### src/rtl/fsc_pkg.sv
package fsc_pkg;

    typedef enum logic [3:0] {
        TRG_FREE    = 4'd0,
        TRG_PARTNER = 4'd1,
        TRG_LOW     = 4'd2,
        TRG_HIGH    = 4'd3,
        TRG_FALL    = 4'd4,
        TRG_RISE    = 4'd5,
        TRG_CHANGE  = 4'd6,
        TRG_EDGE    = 4'd7
    } trig_mode_e;

    // Sampled history of the frame-sync pin.
    typedef struct packed {
        logic lvl;
        logic valid;
    } fs_hist_t;

    // Decides whether the current sample is a start event for the given mode.
    function automatic logic start_hit(input logic [3:0] mode,
                                       input logic       lvl,
                                       input fs_hist_t   h,
                                       input logic       partner);
        logic moved;
        moved = h.valid && (h.lvl != lvl);
        case (mode)
            TRG_FREE:    start_hit = 1'b1;
            TRG_PARTNER: start_hit = partner;
            TRG_LOW:     start_hit = !lvl;
            TRG_HIGH:    start_hit = lvl;
            TRG_FALL:    start_hit = moved && !lvl;
            TRG_RISE:    start_hit = moved && lvl;
            TRG_CHANGE,
            TRG_EDGE:    start_hit = moved;
            default:     start_hit = 1'b0;
        endcase
    endfunction

endpackage

### src/rtl/fsc_trigger.sv
module fsc_trigger
    import fsc_pkg::*;
#(
    parameter int MODE_W = 4
) (
    input  logic              clk,
    input  logic              rst,
    input  logic              en,
    input  logic              ce,
    input  logic              fs,
    input  logic              partner,
    input  logic [MODE_W-1:0] mode,
    output logic              trig
);
    fs_hist_t hist_q;

    always_ff @(posedge clk) begin
        if (rst || !en) begin
            hist_q <= '0;
        end else if (ce) begin
            hist_q <= '{lvl: fs, valid: 1'b1};
        end
    end

    assign trig = ce && start_hit(4'(mode), fs, hist_q, partner);


    hist_clear_chk: assert property (@(posedge clk) disable iff (rst)
        !en |=> !hist_q.valid);

endmodule

### src/rtl/fsc_delay.sv
module fsc_delay #(
    parameter int DLY_W = 8
) (
    input  logic             clk,
    input  logic             rst,
    input  logic             en,
    input  logic             ce,
    input  logic             trig,
    input  logic             done,
    input  logic [DLY_W-1:0] dly,
    output logic             start
);
    localparam logic [DLY_W-1:0] ONE = DLY_W'(1);

    logic [DLY_W-1:0] cnt_q;
    logic             busy_q;
    logic             fire_q;
    logic             fire_d;
    logic             accept;

    assign accept = ce && (cnt_q == '0) && !busy_q && trig;

    always_comb begin
        fire_d = 1'b0;
        if (ce && cnt_q != '0) begin
            fire_d = (cnt_q == ONE);
        end else if (accept && dly == '0) begin
            fire_d = 1'b1;
        end
    end

    always_ff @(posedge clk) begin
        if (rst || !en) begin
            cnt_q  <= '0;
            busy_q <= 1'b0;
            fire_q <= 1'b0;
        end else begin
            fire_q <= fire_d;
            busy_q <= fire_d || (busy_q && !done);
            if (ce && cnt_q != '0) begin
                cnt_q <= cnt_q - ONE;
            end else if (accept && dly != '0) begin
                cnt_q <= dly;
            end
        end
    end

    assign start = fire_q;


    count_idle_chk: assert property (@(posedge clk) disable iff (rst)
        (cnt_q != '0) |-> !busy_q);


    start_single_chk: assert property (@(posedge clk) disable iff (rst)
        fire_q |=> !fire_q);

endmodule

### src/rtl/fsc_period.sv
module fsc_period #(
    parameter int PER_W = 8
) (
    input  logic             clk,
    input  logic             rst,
    input  logic             en,
    input  logic             ce,
    input  logic [PER_W-1:0] per,
    output logic             pulse
);
    localparam int CNT_W = PER_W + 1;

    logic [CNT_W-1:0] pc_q;
    logic [CNT_W-1:0] limit;
    logic             pulse_q;

    assign limit = {per, 1'b1};

    always_ff @(posedge clk) begin
        if (rst || !en || per == '0) begin
            pc_q    <= '0;
            pulse_q <= 1'b0;
        end else begin
            pulse_q <= 1'b0;
            if (ce) begin
                if (pc_q >= limit) begin
                    pc_q    <= '0;
                    pulse_q <= 1'b1;
                end else begin
                    pc_q <= pc_q + CNT_W'(1);
                end
            end
        end
    end

    assign pulse = pulse_q;


    per_off_chk: assert property (@(posedge clk) disable iff (rst)
        (per == '0) |=> !pulse_q);


    per_single_chk: assert property (@(posedge clk) disable iff (rst)
        pulse_q |=> !pulse_q);

endmodule

### src/rtl/fsc_start_ctrl.sv
module fsc_start_ctrl
    import fsc_pkg::*;
#(
    parameter int MODE_W = 4,
    parameter int DLY_W  = 8,
    parameter int PER_W  = 8
) (
    input  logic              clk,
    input  logic              rst,
    input  logic              en_i,
    input  logic              bit_en_i,
    input  logic              fs_i,
    input  logic              partner_i,
    input  logic              done_i,
    input  logic [MODE_W-1:0] mode_i,
    input  logic [DLY_W-1:0]  dly_i,
    input  logic [PER_W-1:0]  per_i,
    input  logic              gate_i,
    output logic              ce_o,
    output logic              start_o,
    output logic              period_o
);
    logic ce;
    logic trig;

    assign ce   = bit_en_i && (!gate_i || fs_i);
    assign ce_o = ce;

    fsc_trigger #(.MODE_W(MODE_W)) u_trig (
        .clk     (clk),
        .rst     (rst),
        .en      (en_i),
        .ce      (ce),
        .fs      (fs_i),
        .partner (partner_i),
        .mode    (mode_i),
        .trig    (trig)
    );

    fsc_delay #(.DLY_W(DLY_W)) u_dly (
        .clk   (clk),
        .rst   (rst),
        .en    (en_i),
        .ce    (ce),
        .trig  (trig),
        .done  (done_i),
        .dly   (dly_i),
        .start (start_o)
    );

    fsc_period #(.PER_W(PER_W)) u_per (
        .clk   (clk),
        .rst   (rst),
        .en    (en_i),
        .ce    (ce),
        .per   (per_i),
        .pulse (period_o)
    );


    off_quiet_chk: assert property (@(posedge clk) disable iff (rst)
        !en_i |=> (!start_o && !period_o));

endmodule

### config.mk
export PLATFORM = sky130hd
export DESIGN_NAME = fsc_start_ctrl
export DESIGN_NICKNAME = d
export VERILOG_FILES = /design/src/rtl/fsc_pkg.sv /design/src/rtl/fsc_trigger.sv /design/src/rtl/fsc_delay.sv /design/src/rtl/fsc_period.sv /design/src/rtl/fsc_start_ctrl.sv
export SDC_FILE = /design/constraint.sdc
export NUM_CORES = 1
export LEC_CHECK = 0
export ABC_AREA = 1
export ABC_CLOCK_PERIOD_IN_PS = 1680
export BUFFER_PORTS_ARGS = -buffer_cell sky130_fd_sc_hd__buf_2
export CELL_PAD_IN_SITES_DETAIL_PLACEMENT = 2
export CELL_PAD_IN_SITES_GLOBAL_PLACEMENT = 2
export CORE_MARGIN = 4
export CORE_UTILIZATION = 29
export CTS_CLUSTER_DIAMETER = 150
export DETAILED_ROUTE_END_ITERATION = 12
export GPL_TIMING_DRIVEN = 0
export PLACE_DENSITY = 0.8
export SYNTH_ARGS = -nofsm -noshare
export SYNTH_HDL_FRONTEND = slang
export SYNTH_HIERARCHICAL = 1
export SYNTH_SLANG_ARGS = --single-unit
### constraint.sdc
create_clock -name clk -period 1.68 [get_ports clk]
set_input_delay 0.084 -clock clk [delete_from_list [all_inputs] [get_ports clk]]
set_output_delay 0.084 -clock clk [all_outputs]
set_load 0.05 [all_outputs]
==> results of run 1 <==
==> cell families after synthesis <==
logic type               count (synthesis)  share of synthesized area
AND/OR/NAND/NOR                        164                      0.430
buffers and inverters                   50                      0.125
flip-flops                              22                      0.261
AO/OA/AOI/OAI                           13                     0.0527
adder cells (fa/ha/maj)                 12                     0.0891
XOR/XNOR                                 7                     0.0364
multiplexers                             1                    0.00594
==> per-stage QoR <==
step,util,instance area (sq um),total power [W]
2_1_floorplan,-,1690,0.000883
3_3_place_gp,0.347,1930,0.000993
3_5_place_dp,0.347,1930,0.00101
4_1_cts,0.360,2010,0.00153
5_1_grt,0.367,2040,0.00163
6_report,0.367,2040,0.00151
==> layout make-up <==
cell class	count	area, sq um	share of cell area
Buffer	3	33.8	0.0165
Timing Repair Buffer	33	173	0.0845
Sequential cell	22	442	0.216
Clock inverter	1	30.0	0.0147
Multi-Input combinational cell	197	1060	0.517
Clock buffer	3	41.3	0.0202
Inverter	47	176	0.0863
Tap cell	72	90.1	0.0441
==> report_power, final <==
| part | internal (W) | switching (W) | total (W) |
|---|---|---|---|
| Sequential | 0.000538 | 0.0000196 | 0.000558 |
| Clock | 0.000318 | 0.000188 | 0.000507 |
| Combinational | 0.000174 | 0.000270 | 0.000444 |
| Total | 0.00103 | 0.000478 | 0.00151 |
==> flip-flops by register name (all words and copies together) (netlist names) <==
signal	flops
u_per/pulse	1
u_dly/cnt_q	8
u_dly/busy_q	1
u_per/pc_q	9
u_trig/hist_q	2
u_dly/start	1
==> worst max-delay path, stage by stage (launching register included) <==
cell and delay (ns):
dfxtp_1 0.43, ha_1 0.26, nand2_1 0.08, inv_1 0.05
nand2_1 0.07, nand2_1 0.05, nand2_1 0.05, nand3_1 0.07
nand2_1 0.15, nand2_4 0.12, nor2_1 0.11
==> path summary, 6_finish.rpt <==
check | from | end | slack (ns) | depth (start not counted)
setup / recovery | u_per/pc_q[3] | u_per/pc_q[6] | 0.18 | 10
hold / removal | done_i | u_dly/busy_q | 0.08 | 3
setup reg to reg | u_per/pc_q[3] | u_per/pc_q[6] | 0.18 | 10
hold reg to reg | u_dly/busy_q | u_dly/busy_q | 0.49 | 2
==> synth_stat cells <==
cell	number	area, sq um
nand2_1	74	278
inv_1	47	176
nor2_1	43	161
nand3_1	24	120
dfxtp_1	22	440
ha_1	12	150
nor2_2	9	56.3
a21oi_1	7	35.0
nand4_1	5	31.3
xor2_1	4	35.0
buf_6	3	33.8
nand3b_1	3	22.5
xnor2_1	3	26.3
nor2_4	2	22.5
a211oi_1	1	7.51
a21o_1	1	7.51
a21oi_2	1	8.76
mux2i_1	1	10.0
nand2_2	1	6.26
nand2_4	1	11.3
nand3_2	1	10.0
nor3_1	1	5.00
o21ai_0	1	5.00
o21ai_2	1	8.76
o21ai_4	1	16.3
==> what timing repair did <==
action | CTS | global route
pin swaps | 0 | 1
setup endpoints to repair | 1 | 11
buffers inserted | 0 | 3
gates resized for setup | 1 | 4
==> layout by cell type, fill, tap and decap left out, types with 3 or more instances in the layout <==
| cell | count |
|---|---|
| a21oi_1 | 7 |
| buf_2 | 30 |
| buf_4 | 3 |
| buf_6 | 3 |
| clkbuf_8 | 3 |
| dfxtp_1 | 21 |
| ha_1 | 12 |
| inv_1 | 46 |
| nand2_1 | 73 |
| nand3_1 | 24 |
| nand3b_1 | 3 |
| nand4_1 | 5 |
| nor2_1 | 43 |
| nor2_2 | 9 |
| xnor2_1 | 3 |
| xor2_1 | 4 |
==> layer usage <==
| metal | vias to the layer above | track usage |
|---|---|---|
| met2 | 13 | 0.264 |
| met5 | - | 0 |
| met1 | 826 | 0.157 |
| met4 | 0 | 0.0234 |
| li1 | 901 | - |
| met3 | 2 | 0.0255 |
==> flow_metrics.env, run 1 <==
export IMPL_grt_setup_unrepaired="no"
export IMPL_met2_length_um=2540
export IMPL_ys_types=25
export IMPL_syn_area_sq_um=1690
export IMPL_finalHoldViolations=0
export IMPL_fp_dieArea_sq_um=7100
export IMPL_place_ws_ns=-0.154
export IMPL_antennaDiodeCount=0
export IMPL_fillers=721
export IMPL_synth_area_per_cell_sq_um=6.27
export IMPL_dp_cells=371
export IMPL_core_rowCount=27
export IMPL_finalClockSkew_ns=0.00237
export IMPL_wl_per_cell_um=12.6
export IMPL_first_pass_iters=4
export IMPL_io_pins=31
export IMPL_vias=1742
export IMPL_pwr_density_cell_nw_per_um2=738
export IMPL_die_h_um=84.2
export IMPL_maxCapViolCount=0
export IMPL_ys_seq_area_frac=0.261
export IMPL_drive_above_1_share=0.196
export IMPL_setup_violations=0
export IMPL_instances_no_fill=378
export IMPL_worst_pin_slew_ns=0.779
export IMPL_synth_nets=309
export IMPL_grt_pass1_wl_um=8170
export IMPL_drtIter0Drc=39
export IMPL_core_area_sq_um=5570
export IMPL_avgViaCountPerCell=4.61
export IMPL_cts_tree="done"
export IMPL_clock_sinks=22
export IMPL_syn_inst=269
export IMPL_layout_min_cycle_time_ns=1.50
export IMPL_area_growth_pct=21.2
export IMPL_wl_met1_um=2090
export IMPL_initial_utilization=0.302
export IMPL_io_buffers=30
export IMPL_synth_seq_cells=22
export IMPL_period_share=0.895
export IMPL_setup_ws_ns=0.176
export IMPL_nNetsFinal=347
export IMPL_end_kind="flop"
export IMPL_grt_pass1_vias=1890
export IMPL_outcome="finished, final reports clean"
export IMPL_cts_max_level=1
export IMPL_top_layer="met4"
export IMPL_cts_buffer_depth=2
export IMPL_drv_slew=0
export IMPL_grt_max_degree=14
export IMPL_clkSlewWorstSetupHoldPaths_ns=0.09
export IMPL_root_buffer="clkbuf_8"
export IMPL_min_path_type="in2reg"
export IMPL_critPathLaunchType="flop"
export IMPL_criticalPathCategory="reg2reg"
export IMPL_postCtsHoldBufs=0
export IMPL_dp_hpwl_um=3940
export IMPL_setup_tns_ns=0
export IMPL_ant_nets=0
export IMPL_arrival_ns=1.71
export IMPL_gp_congestion=0.718
export IMPL_dieWidth_um=84.2
export IMPL_relSlewSlack=0.479
export IMPL_overflow=0
export IMPL_whs_ns=0.0785
export IMPL_grt_util_all_layers=0.137
export IMPL_crit_fanout=8
export IMPL_antenna_found_initial=0
export IMPL_routed_wl_um=4750
export IMPL_drc=0
export IMPL_dr_wl_met3_um=107
export IMPL_numCtsBuffers=3
export IMPL_vdd_ir_drop_max_mv=0.364
export IMPL_power_leakage_nw=1.09
export IMPL_worstPathRequired_ns=1.89
export IMPL_yosys_warnings=6
export IMPL_clk_latency_ns=0.26
export IMPL_fmax_mhz=665
No activity file was read; power rests on OpenSTA's default activity.
==> run 2, diff against run 1 <==
--- a/config.mk
+++ b/config.mk
@@ -6,16 +6,16 @@
 export NUM_CORES = 1
 export LEC_CHECK = 0
 export ABC_AREA = 1
-export ABC_CLOCK_PERIOD_IN_PS = 1680
+export ABC_CLOCK_PERIOD_IN_PS = 1800
 export BUFFER_PORTS_ARGS = -buffer_cell sky130_fd_sc_hd__buf_2
 export CELL_PAD_IN_SITES_DETAIL_PLACEMENT = 2
 export CELL_PAD_IN_SITES_GLOBAL_PLACEMENT = 2
 export CORE_MARGIN = 4
-export CORE_UTILIZATION = 29
+export CORE_UTILIZATION = 31
 export CTS_CLUSTER_DIAMETER = 150
 export DETAILED_ROUTE_END_ITERATION = 12
 export GPL_TIMING_DRIVEN = 0
-export PLACE_DENSITY = 0.8
+export PLACE_DENSITY = 0.84
 export SYNTH_ARGS = -nofsm -noshare
 export SYNTH_HDL_FRONTEND = slang
 export SYNTH_HIERARCHICAL = 1
==> constraint.sdc (replaced) <==
create_clock -name clk -period 1.8 [get_ports clk]
set_input_delay 0.09 -clock clk [delete_from_list [all_inputs] [get_ports clk]]
set_output_delay 0.09 -clock clk [all_outputs]
set_load 0.05 [all_outputs]
==> run 2 against run 1 <==
Effect of this change: worst hold slack improved by 0.014 ns; combinational power fell by 4%; largest cell class unchanged; sequential cell count stayed put; maximum frequency decreased by 3.4%; setup slack better by 0.068 ns; non-clock buffer count fell by 1; die area shrank 5.8%; sequential share of layout area rose by 0.11 points; register-to-register slack gained 0.07 ns; critical path depth unchanged; clock power is 8.5% lower.
==> flow_metrics.env, run 2 (synthesis results as in run 1) <==
export IMPL_period_share=0.865
export IMPL_drv_slew=0
export IMPL_grt_pass1_wl_um=8890
export IMPL_pwr_density_cell_nw_per_um2=697
export IMPL_clkSlewWorstSetupHoldPaths_ns=0.09
export IMPL_antennaDiodeCount=0
export IMPL_fp_dieArea_sq_um=6680
export IMPL_power_leakage_nw=1.09
export IMPL_layout_commonest_cell="nand2_1"
export IMPL_grt_util_met1=0.220
export IMPL_overflow=0
export IMPL_drc=0
export IMPL_min_path_type="in2reg"
export IMPL_critPathLaunchType="flop"
export IMPL_die_h_um=81.7
export IMPL_dp_hpwl_um=4090
export IMPL_place_area_sq_um=1930
export IMPL_avgViaCountPerCell=4.71
export IMPL_vdd_ir_drop_max_mv=0.264
export IMPL_setup_tns_ns=0
export IMPL_core_rowCount=26
export IMPL_fmax_mhz=643
export IMPL_regMostFlops="u_per/pc_q"
export IMPL_largest_reg_flops=9
export IMPL_io_buffers=30
export IMPL_use_met2=0.301
export IMPL_r2r_start="u_per/pc_q[4]"
export IMPL_dieWidth_um=81.7
export IMPL_antenna_found_initial=0
export IMPL_first_pass_iters=4
export IMPL_root_buffer="clkbuf_8"
export IMPL_crit_fanout=8
export IMPL_gr_max_usage_layer="met2"
export IMPL_mostFrequentLayoutCells="nand2_1 (73), inv_1 (46), nor2_1 (43), buf_2 (30), nand3_1 (24)"
export IMPL_setup_ws_ns=0.244
export IMPL_grt_pass1_vias=1907
export IMPL_grt_setup_unrepaired="no"
export IMPL_drive_above_1_share=0.190
export IMPL_place_ws_ns=-0.109
export IMPL_outcome="finished, final reports clean"
export IMPL_reg2reg_slack_ns=0.24
export IMPL_io_pins=31
export IMPL_setup_violations=0
export IMPL_numCtsBuffers=3
export IMPL_crit_path_start="u_per/pc_q[4]"
export IMPL_grtUsageMet3=0.0274
export IMPL_finalClockSkew_ns=0.00797
export IMPL_finalHoldViolations=0
export IMPL_area_growth_pct=20.3
export IMPL_reg_largest_list="u_per/pc_q: 9 flops, u_dly/cnt_q: 8 flops, u_trig/hist_q: 2 flops"
export IMPL_grt_max_degree=14
export IMPL_cts_buffer_depth=2
export IMPL_criticalPathCategory="reg2reg"
export IMPL_vias=1765
export IMPL_wl_per_cell_um=13.6
export IMPL_core_area_sq_um=5170
export IMPL_hold_start="done_i"
export IMPL_relSlewSlack=0.477
export IMPL_routed_wl_um=5110
export IMPL_ant_nets=0
export IMPL_design_area_sq_um=2030
export IMPL_grt_util_all_layers=0.170
export IMPL_cts_max_level=1
export IMPL_end_kind="flop"
export IMPL_drtIter0Drc=63
export IMPL_gp_congestion=0.762
export IMPL_worstPathRequired_ns=2.01
export IMPL_initial_utilization=0.326
export IMPL_clock_sinks=22
export IMPL_layout_min_cycle_time_ns=1.56
export IMPL_clk_latency_ns=0.26
export IMPL_cts_tree="done"
export IMPL_maxCapViolCount=0
export IMPL_worst_pin_slew_ns=0.781
export IMPL_arrival_ns=1.76
export IMPL_nNetsFinal=346
## run 2: cell count changes in the layout (fill, tap and decap cells not counted)
cell	before	now
buf_4	3	2
nand2_2	1	2
dfxtp_1	21	22
nand2_4	2	1
dfxtp_2	1	0
## run 2: worst paths after layout
check,cells past startpoint,endpoint
hold reg to reg,2,u_dly/busy_q
setup / recovery,10,u_per/pc_q[2]
setup reg to reg,10,u_per/pc_q[2]
hold / removal,3,u_dly/busy_q
## run 2: final cells by class
class	count	area (sq um)
repair buffers	32	165
fillers	675	3150
clock buffers	3	41.3
inverters	47	176
clock inverters	1	30.0
well taps	70	87.6
multi-input cells	197	1050
flip-flops and latches	22	440
plain buffers	3	33.8
## run 2: worst max-delay path: stages (launching register included)
cell,delay [ns]
dfxtp_1,0.42
ha_1,0.28
nand2_1,0.10
inv_1,0.05
nand2_1,0.07
nand2_1,0.05
nand2_1,0.05
nand3_1,0.06
nand2_1,0.14
nand2_2,0.16
nor2_1,0.12
## run 2: timing repair
item,in CTS,in global routing
resized for setup,0,3
setup endpoints to repair,0,11
hold buffers,0,0
buffers inserted,0,2
## run 2: where the power goes
group | internal, W | total [W] | switching, W
clock network | 0.000297 | 0.000464 | 0.000167
logic | 0.000161 | 0.000427 | 0.000267
registers | 0.000502 | 0.000522 | 0.0000194
## run 2: per-layer routing
layer	routed length [um]	share of wire
met5	0	0
met4	34	0.0067
met3	197	0.039
met1	2370	0.46
met2	2510	0.49
## run 2: stage by stage
step	hold WS [ns]	util	instances	power, W
final	0.0929	0.392	375	0.00141
after global routing	0.105	0.392	375	0.00152
after CTS	0.0843	0.387	373	0.00143
after detailed placement	0.387	0.373	369	0.000945
after global placement	0.376	0.373	369	0.000926
after floorplan	0.234	-	269	0.000825
==> run 3, diff against run 2 <==
--- a/config.mk
+++ b/config.mk
@@ -14,7 +14,6 @@
 export CORE_UTILIZATION = 31
 export CTS_CLUSTER_DIAMETER = 150
 export DETAILED_ROUTE_END_ITERATION = 12
-export GPL_TIMING_DRIVEN = 0
 export PLACE_DENSITY = 0.84
 export SYNTH_ARGS = -nofsm -noshare
 export SYNTH_HDL_FRONTEND = slang
==> run 3 against run 2 <==
Effect of this change: core utilization shrank 0.27 points; clock skew shrank 0.0044 ns; routed wire length grew 4.7%; clock power grew 1%; sequential power is essentially flat; die area is the same; combinational power shrank 3%; critical path depth is the same; via count grew 0.51%; power shrank 0.64%; global-route usage grew 0.84 points; critical path type unchanged; critical endpoint is now u_dly/cnt_q[4]; largest cell class unchanged; largest power group unchanged.
==> flow_metrics.env, run 3 (synthesis results as in run 1) <==
export IMPL_avgViaCountPerCell=4.74
export IMPL_drtIter0Drc=54
export IMPL_intPower_w=0.000957
export IMPL_regMostFlops="u_per/pc_q"
export IMPL_worstPathRequired_ns=1.97
export IMPL_core_area_sq_um=5170
export IMPL_numCtsBuffers=3
export IMPL_p_switching_w=0.000447
export IMPL_mostFrequentLayoutCells="nand2_1 (73), inv_1 (47), nor2_1 (43), buf_2 (30), nand3_1 (24)"
export IMPL_finish_utilization=0.389
export IMPL_drc=0
export IMPL_antenna_found_initial=0
export IMPL_gp_congestion=0.747
export IMPL_power_frac_seq=0.371
export IMPL_criticalPathCategory="reg2reg"
export IMPL_grt_pass1_vias=1966
export IMPL_outcome="finished, final reports clean"
export IMPL_die_h_um=81.7
export IMPL_cts_tree="done"
export IMPL_cts_buffer_depth=2
export IMPL_arrival_ns=1.78
export IMPL_layout_commonest_cell="nand2_1"
export IMPL_period_share=0.893
export IMPL_hold_start="en_i"
export IMPL_clkSlewWorstSetupHoldPaths_ns=0.09
export IMPL_crit_path_start="u_trig/hist_q[1]"
export IMPL_wl_per_cell_um=14.3
export IMPL_layout_min_cycle_time_ns=1.61
export IMPL_area_growth_pct=19.5
export IMPL_r2r_start="u_trig/hist_q[1]"
export IMPL_worst_pin_slew_ns=0.441
export IMPL_dp_cells=370
export IMPL_finalClockSkew_ns=0.00356
export IMPL_p_comb_frac=0.294
export IMPL_grt_max_degree=22
export IMPL_relSlewSlack=0.706
export IMPL_setup_violations=0
export IMPL_fp_dieArea_sq_um=6680
export IMPL_root_buffer="clkbuf_8"
export IMPL_dieWidth_um=81.7
export IMPL_vdd_ir_drop_max_mv=0.305
export IMPL_critPathLaunchType="flop"
export IMPL_design_area_sq_um=2010
export IMPL_drv_slew=0
export IMPL_place_area_sq_um=1940
export IMPL_clock_sinks=22
export IMPL_fillers=645
export IMPL_min_path_type="in2reg"
export IMPL_io_pins=31
export IMPL_reg_largest_list="u_per/pc_q: 9 flops, u_dly/cnt_q: 8 flops, u_trig/hist_q: 2 flops"
export IMPL_finalHoldViolations=0
export IMPL_core_rowCount=26
export IMPL_clk_latency_ns=0.27
export IMPL_instances_no_fill=374
export IMPL_routed_wl_um=5350
export IMPL_dp_hpwl_um=4240
export IMPL_first_pass_iters=4
export IMPL_io_buffers=30
export IMPL_overflow=0
export IMPL_nNetsFinal=345
export IMPL_vias=1774
export IMPL_postCtsHoldBufs=0
export IMPL_ant_nets=0
export IMPL_power_leakage_nw=1.09
export IMPL_crit_fanout=9
export IMPL_cts_max_level=1
export IMPL_fmax_mhz=622
export IMPL_antennaDiodeCount=0
export IMPL_reg2reg_slack_ns=0.19
export IMPL_drive_above_1_share=0.184
export IMPL_switching_share=0.318
export IMPL_maxCapViolCount=0
export IMPL_end_kind="flop"
export IMPL_whs_ns=0.115
export IMPL_initial_utilization=0.326
export IMPL_grt_pass1_wl_um=9150
export IMPL_post_cts_buffers=0
export IMPL_ctsResizeCount=0
export IMPL_grt_setup_unrepaired="no"
export IMPL_pwr_density_cell_nw_per_um2=698
export IMPL_pwr_share_clk=0.335
export IMPL_grt_util_all_layers=0.179
export IMPL_largest_reg_flops=9
export IMPL_setup_tns_ns=0
## run 3: cell count changes in the layout (fill, tap and decap cells not counted)
cell	before	now
o21ai_4	2	1
buf_6	3	0
inv_2	1	0
o21ai_2	0	1
buf_4	2	3
inv_1	46	47
buf_12	0	1
## run 3: path summary, 6_finish.rpt
| path | depth (start not counted) | endpoint |
|---|---|---|
| worst max register to register | 10 | u_dly/cnt_q[4] |
| worst min register to register | 2 | u_trig/hist_q[0] |
| worst max-delay path | 10 | u_dly/cnt_q[4] |
| worst min-delay path | 3 | u_trig/hist_q[0] |
## run 3: through the flow
stage                     total power, W  worst slack (ns)
final                            0.00140             0.193
after global routing             0.00152           0.00953
after floorplan                 0.000825             0.218
after detailed placement        0.000943             0.100
after CTS                        0.00143             0.129
after global placement          0.000925             0.158
## run 3: final cells by class
type | count | area [sq um] | area share
Inverter | 47 | 176 | 0.0876
Timing Repair Buffer | 34 | 193 | 0.0957
Multi-Input combinational cell | 197 | 1040 | 0.519
Tap cell | 70 | 87.6 | 0.0435
Clock inverter | 1 | 30.0 | 0.0149
Sequential cell | 22 | 440 | 0.219
Clock buffer | 3 | 41.3 | 0.0205
## run 3: power groups by stage
| stage | registers (W) | clock network, W | logic, W |
|---|---|---|---|
| 2_1_floorplan | 0.000527 | 0 | 0.000298 |
| 3_3_place_gp | 0.000532 | 0 | 0.000394 |
| 3_5_place_dp | 0.000533 | 0 | 0.000410 |
| 4_1_cts | 0.000521 | 0.000488 | 0.000420 |
| 5_1_grt | 0.000525 | 0.000513 | 0.000482 |
| 6_report | 0.000521 | 0.000470 | 0.000413 |
## run 3: per-layer routing
metal | GRT usage | up-vias | share of wire
li1 | - | 894 | -
met1 | 0.219 | 851 | 0.47
met2 | 0.325 | 25 | 0.50
met3 | 0.0307 | 4 | 0.028
met4 | 0.0349 | 0 | 0.0054
met5 | 0 | - | 0
## run 3: critical path: stages, from the launching register on
cell,delay [ns]
dfxtp_1,0.36
nand3b_1,0.12
nand3_1,0.07
a21oi_1,0.16
nand2_1,0.11
inv_1,0.16
o21ai_2,0.18
nand2_1,0.12
inv_1,0.06
nor2_1,0.14
nor2_2,0.04
